==> src/rtl/pwr_ramp_pkg.sv <==
package pwr_ramp_pkg;
    typedef enum logic [1:0] {
        S_IDLE  = 2'd0,
        S_RAMP  = 2'd1,
        S_TRACK = 2'd2
    } ramp_state_e;
endpackage

==> src/rtl/pwr_stage_lut.sv <==
module pwr_stage_lut #(
    parameter int LVL_W      = 8,
    parameter int NUM_STAGES = 20,
    parameter int STG_W      = $clog2(NUM_STAGES + 1)
) (
    input  logic [STG_W-1:0] idx,
    output logic [LVL_W-1:0] level
);
    localparam int FULL    = (1 << LVL_W) - 1;
    localparam int ENTRIES = 1 << STG_W;

    logic [LVL_W-1:0] tab [ENTRIES];

    // Stage k maps to floor(k * full / stages); indices past the last stage saturate.
    for (genvar k = 0; k < ENTRIES; k++) begin : g_stage
        if (k >= NUM_STAGES) begin : g_sat
            assign tab[k] = LVL_W'(FULL);
        end else begin : g_frac
            assign tab[k] = LVL_W'((k * FULL) / NUM_STAGES);
        end
    end

    assign level = tab[idx];
endmodule

==> src/rtl/pwr_gap_timer.sv <==
module pwr_gap_timer #(
    parameter int DLY_W = 16
) (
    input  logic             clk,
    input  logic             rst_n,
    input  logic [DLY_W-1:0] dly_cfg,
    input  logic             us_tick,
    input  logic             run,
    output logic             step
);
    logic [DLY_W-1:0] dly_q;
    logic [DLY_W-1:0] cnt_q;
    logic [DLY_W:0]   cnt_inc;

    assign cnt_inc = {1'b0, cnt_q} + (DLY_W+1)'(1);
    assign step    = run && us_tick && (cnt_inc >= {1'b0, dly_q});

    // Delay capture happens only inside the reset window.
    always_ff @(posedge clk) begin
        if (!rst_n) begin
            dly_q <= dly_cfg;
        end
    end

    always_ff @(posedge clk) begin
        if (!rst_n || !run) begin
            cnt_q <= '0;
        end else if (us_tick) begin
            cnt_q <= step ? '0 : cnt_inc[DLY_W-1:0];
        end
    end

    // the captured delay never moves outside reset
    a_r6_dly_frozen: assert property (@(posedge clk) disable iff (!rst_n)
        1'b1 |=> $stable(dly_q));

    // without a tick the gap count holds
    a_r5_cnt_hold: assert property (@(posedge clk) disable iff (!rst_n)
        (run && !us_tick) |=> $stable(cnt_q));
endmodule

==> src/rtl/pwr_ramp_seq.sv <==
module pwr_ramp_seq
    import pwr_ramp_pkg::*;
#(
    parameter int LVL_W      = 8,
    parameter int DLY_W      = 16,
    parameter int NUM_STAGES = 20
) (
    input  logic             clk,
    input  logic             rst_n,
    input  logic             hp_en,
    input  logic             us_tick,
    input  logic [DLY_W-1:0] dly_cfg,
    input  logic [LVL_W-1:0] target,
    output logic [LVL_W-1:0] applied,
    output logic             done
);
    localparam int STG_W = $clog2(NUM_STAGES + 1);

    ramp_state_e      state_q, state_d;
    logic [STG_W-1:0] stage_q;
    logic [STG_W-1:0] nxt_idx;
    logic [LVL_W-1:0] stage_lvl;
    logic [LVL_W-1:0] step_lvl;
    logic             reach;
    logic             step;

    assign nxt_idx  = stage_q + STG_W'(1);
    assign reach    = (stage_lvl >= target);
    assign step_lvl = reach ? target : stage_lvl;

    pwr_stage_lut #(
        .LVL_W      (LVL_W),
        .NUM_STAGES (NUM_STAGES),
        .STG_W      (STG_W)
    ) u_lut (
        .idx   (nxt_idx),
        .level (stage_lvl)
    );

    pwr_gap_timer #(
        .DLY_W (DLY_W)
    ) u_timer (
        .clk     (clk),
        .rst_n   (rst_n),
        .dly_cfg (dly_cfg),
        .us_tick (us_tick),
        .run     (state_q == S_RAMP),
        .step    (step)
    );

    always_comb begin
        state_d = state_q;
        unique case (state_q)
            S_IDLE:  if (hp_en) state_d = S_RAMP;
            S_RAMP: begin
                if (!hp_en)             state_d = S_IDLE;
                else if (step && reach) state_d = S_TRACK;
            end
            S_TRACK: if (!hp_en) state_d = S_IDLE;
            default: state_d = S_IDLE;
        endcase
    end

    always_ff @(posedge clk) begin
        if (!rst_n) state_q <= S_IDLE;
        else        state_q <= state_d;
    end

    always_ff @(posedge clk) begin
        if (!rst_n) begin
            applied <= '0;
            stage_q <= '0;
        end else begin
            unique case (state_q)
                S_IDLE: begin
                    applied <= '0;
                    stage_q <= '0;
                end
                S_RAMP: begin
                    if (!hp_en) begin
                        applied <= '0;
                        stage_q <= '0;
                    end else if (step) begin
                        applied <= step_lvl;
                        stage_q <= nxt_idx;
                    end
                end
                S_TRACK: applied <= hp_en ? target : '0;
                default: applied <= '0;
            endcase
        end
    end

    assign done = (state_q == S_TRACK);

    // enable low forces zero power on the next cycle
    a_r2_idle_zero: assert property (@(posedge clk) disable iff (!rst_n)
        !hp_en |=> (applied == '0));

    // between stages the applied level holds
    a_r4_hold_between: assert property (@(posedge clk) disable iff (!rst_n)
        (state_q == S_RAMP && hp_en && !step) |=> $stable(applied));

    // once done, output follows the target one cycle later
    a_r8_track: assert property (@(posedge clk) disable iff (!rst_n)
        (state_q == S_TRACK && hp_en) |=> (applied == $past(target)));

    // done is never raised while the output is still below its stage cap
    a_r7_done_rise: assert property (@(posedge clk) disable iff (!rst_n)
        $rose(done) |-> (applied == $past(target)));
endmodule

==> config.mk <==
export PLATFORM = sky130hd
export DESIGN_NAME = pwr_ramp_seq
export DESIGN_NICKNAME = d
export VERILOG_FILES = /design/src/rtl/pwr_ramp_pkg.sv /design/src/rtl/pwr_stage_lut.sv /design/src/rtl/pwr_gap_timer.sv /design/src/rtl/pwr_ramp_seq.sv
export SDC_FILE = /design/constraint.sdc
export NUM_CORES = 1
export LEC_CHECK = 0
export ABC_AREA = 1
export BUFFER_PORTS_ARGS = -buffer_cell sky130_fd_sc_hd__buf_2
export CORE_MARGIN = 5
export CORE_UTILIZATION = 60
export DETAILED_ROUTE_END_ITERATION = 8
export PLACE_DENSITY = 0.81
export SLEW_MARGIN = 20
export SYNTH_ARGS = -nofsm -noshare
export SYNTH_HDL_FRONTEND = slang
export SYNTH_SLANG_ARGS = --single-unit
==> constraint.sdc <==
create_clock -name clk -period 8.3 [get_ports clk]
set_input_delay 0.415 -clock clk [delete_from_list [all_inputs] [get_ports clk]]
set_output_delay 0.415 -clock clk [all_outputs]
set_load 0.01 [all_outputs]
==> impl_metrics.env <==
export IMPL_required_ns=8.50
export IMPL_path_cells="ha_1 -> inv_1 -> nand2_1 -> nand2_2 -> nand2_1 -> nand3_1 -> a21oi_1 -> inv_1 -> ha_1 -> nand2_1 -> nor2_1 -> nand4_1 -> nand3_1 -> inv_1 -> nand2_1 -> nand2_1 -> nand2_1 -> nand3_1 -> a21oi_1"
export IMPL_power_frac_clock_pct=15.2
export IMPL_dp_cells=584
export IMPL_outcome="completed"
export IMPL_whs_endpoint="u_timer.dly_q[14]$_DFFE_PN_"
export IMPL_core_area_um2=5507
export IMPL_dp_hpwl_um=5931
export IMPL_cp_max_fo=10
export IMPL_timing_setup_tns_ns=0
export IMPL_drt_met1_wl_um=3488
export IMPL_synth_top_area_cell="dfxtp_1"
export IMPL_io_pins=37
export IMPL_min_path_type="input pin to flop"
export IMPL_vias=3128
export IMPL_antenna_found_initial=0
export IMPL_htreeDepth=2
export IMPL_drc_errors=0
export IMPL_cts_root_buf="clkbuf_8"
export IMPL_grt_max_degree=25
export IMPL_synthTopCellsByCount="142 x nand2_1, 75 x inv_1, 56 x nand3_1"
export IMPL_fill_cells=485
export IMPL_synth_top_cells_by_area="dfxtp_1 18%, nand2_1 16%, edfxtp_1 14%, ha_1 12%, inv_1 8.3%"
export IMPL_multi_input_area_um2=1948
export IMPL_critPathCaptureType="flop"
export IMPL_nets=580
export IMPL_r2r_start="stage_q[0]$_SDFFE_PN0P_"
export IMPL_syn_cell_area_um2=3411
export IMPL_dr_pass1_iters=6
export IMPL_wl_per_cell_um=13.17
export IMPL_start_kind="flop"
export IMPL_max_slew_margin_rel_pct=45.08
export IMPL_p_comb_share_pct=55.3
export IMPL_place_congestion=0.9335
export IMPL_swShare_pct=47.66
export IMPL_grt_pass1_vias=2969
export IMPL_max_stage_delay_ns=0.47
export IMPL_switching_power_w=0.0004623
export IMPL_yosysMostFrequentCell="nand2_1"
export IMPL_syn_avg_cell_area_um2=6.975
export IMPL_yosys_warnings=0
export IMPL_maxCapViolCount=0
export IMPL_initial_core_util_pct=61.94
export IMPL_area_growth_pct=8.474
export IMPL_p_leak_nw=1.901
export IMPL_via_per_inst=5.284
export IMPL_whs_ns=0.2875
export IMPL_grt_pass1_wl_um=13040
export IMPL_cpMaxStageDelayCell="dfxtp_1"
export IMPL_io_buffers=36
export IMPL_routed_wl_met2_um=3850
export IMPL_holdPathStages=1
export IMPL_r2r_slack_ns=4.96
export IMPL_netlist_instances=489
export IMPL_cts_tree="built"
export IMPL_period_share_pct=40.18
export IMPL_grt_usage_pct=21.77
export IMPL_cts_resized=0
export IMPL_ys_seq_area_share_pct=32.28
export IMPL_ys_ff_latch=47
export IMPL_wl_met3_um=262
export IMPL_synth_edff_count=16
export IMPL_grt_ovfl_total=0
export IMPL_finalNonFillerCells=592
export IMPL_critPathKind="flop to flop"
export IMPL_synth_cell_types=30
export IMPL_ys_flop_type="dfxtp_1"
export IMPL_ir_drop_v=0.0001940
export IMPL_fin_skew_ns=0.009386
export IMPL_wl_um=7799
export IMPL_hold_violations=0
export IMPL_reg2reg_to="applied[3]$_SDFFE_PN0P_"
export IMPL_design_area_um2=3700
export IMPL_ys_async_sr_fraction_pct=0
export IMPL_seq_power_share_pct=29.6
export IMPL_highest_layer="met4"
export IMPL_postCtsHoldBufs=0
export IMPL_synth_net_count=550
export IMPL_yosysTopAreaCellShare_pct=18.20
export IMPL_rsz0062_at_grt="false"
export IMPL_place_area_um2=3608
export IMPL_ant_nets=0
export IMPL_cp_arrival_ns=3.54
export IMPL_drive_above_1_share_pct=11.15
export IMPL_ff2ff_path_depth=19
export IMPL_crit_path_frequent_cell="nand2_1"
export IMPL_regArea_um2=1101
export IMPL_path_clk_slew_ns=0.09
export IMPL_postLayoutCoreUtil_pct=67.19
export IMPL_clock_latency_ns=0.30
export IMPL_die_y_um=85.40
export IMPL_num_antenna_cells=0
export IMPL_p_int_w=0.0005078
export IMPL_clockBufferDepth=2
export IMPL_cts_sinks=47
export IMPL_pwr_density_cell_nw_per_um2=262.2
export IMPL_drv_slew=0
export IMPL_worst_slew_pin_slew_ns=0.8188
export IMPL_period_minus_slack_ns=3.335
export IMPL_cts_buffers=5
export IMPL_setup_viol=0
export IMPL_clock_fmax_ghz=0.2998
export IMPL_fp_dieW_um=85.40
export IMPL_postCtsSetupRepairBufs=0
export IMPL_hold_path_startpoint="dly_cfg[14]"
export IMPL_rows=27
export IMPL_dieArea_um2=7292
export IMPL_drt_iter0_markers=175
==> through the flow <==
step           total power, W  setup WS, ns
6_report            0.0009701         4.965
5_1_grt              0.001067         4.542
4_1_cts             0.0009621         5.004
3_5_place_dp        0.0008180         5.037
3_3_place_gp        0.0008077         5.174
2_1_floorplan       0.0007027         5.591
==> worst max path at each step <==
| stage | from | endpoint | slack, ns | cells after the start |
|---|---|---|---|---|
| floorplan | stage_q[0]$_SDFFE_PN0P_ | applied[0]$_SDFFE_PN0P_ | 5.59 | 19 |
| global placement | stage_q[0]$_SDFFE_PN0P_ | applied[0]$_SDFFE_PN0P_ | 5.17 | 19 |
| detailed placement | stage_q[0]$_SDFFE_PN0P_ | applied[0]$_SDFFE_PN0P_ | 5.04 | 19 |
| CTS | stage_q[0]$_SDFFE_PN0P_ | applied[3]$_SDFFE_PN0P_ | 5.00 | 19 |
| global route | stage_q[0]$_SDFFE_PN0P_ | applied[6]$_SDFFE_PN0P_ | 4.54 | 19 |
| finish | stage_q[0]$_SDFFE_PN0P_ | applied[3]$_SDFFE_PN0P_ | 4.96 | 19 |
==> metal layers <==
layer  track usage, %  vias to the layer above
met5                0                        -
met4            8.345                        0
met3            1.942                       19
met2            39.34                       74
met1            26.55                     1416
li1                 -                     1619
==> power groups by stage <==
stage	sequential, W	clock, W	combinational [W]
6_report	0.000287	0.000147	0.000536
5_1_grt	0.000290	0.000159	0.000617
4_1_cts	0.000286	0.000148	0.000528
3_5_place_dp	0.000292	0	0.000526
3_3_place_gp	0.000291	0	0.000517
2_1_floorplan	0.000285	0	0.000417
==> kinds of logic (layout without fill, tap and decap cells) <==
kind of cell	after synthesis	after routing	share of synthesized area, %
buf+inv	90	121	10.60
simple gates	257	257	33.93
fa+ha+maj	33	33	12.11
flops	47	47	32.28
xor+xnor	14	14	3.595
compound gates	48	48	7.483
==> layout by cell type, fill, tap and decap left out <==
cell type	netlist	routed
nor3_1	3	3
xor2_1	5	5
clkbuf_1	6	1
nand2_8	2	2
nor2_2	2	2
nand3_1	56	56
xnor2_1	9	9
clkinv_2	0	1
nand3_4	2	2
nand2_1	142	142
a21oi_1	40	40
nand3b_1	1	1
o21ai_0	3	3
inv_1	75	75
a21oi_2	2	2
clkbuf_8	0	6
ha_1	33	33
nand4_1	10	10
dfxtp_1	31	31
nor2_1	33	33
buf_2	4	36
nand2_2	3	3
nand2_4	1	1
nor2_4	1	1
or2_2	1	1
a21o_1	1	1
clkinv_1	1	1
o21bai_1	2	2
inv_2	1	1
edfxtp_1	16	16
==> cell type report <==
| type | count | area share [%] |
|---|---|---|
| tap | 72 | 2.435 |
| multi-input combinational | 352 | 52.65 |
| clock inverter | 1 | 0.1353 |
| inverter | 77 | 7.812 |
| timing repair buffer | 36 | 4.870 |
| sequential | 47 | 29.76 |
| clock buffer | 7 | 2.333 |
==> worst max-delay path, delay by kind of cell (launching register included) <==
kind | cells | cell delay (ns)
DFF | 1 | 0.47
and+or+nand+nor | 12 | 1.41
buffers and inverters | 3 | 0.39
adders and majority gates | 2 | 0.57
AOI/OAI and AO/OA | 2 | 0.40
==> registers in the layout, indices dropped and copies added, names as in the netlist <==
name	count
u_timer.cnt_q	16
stage_q	5
u_timer.dly_q	16
applied	8
state_q	2
Note: power is estimated with default switching activity, not from simulation.
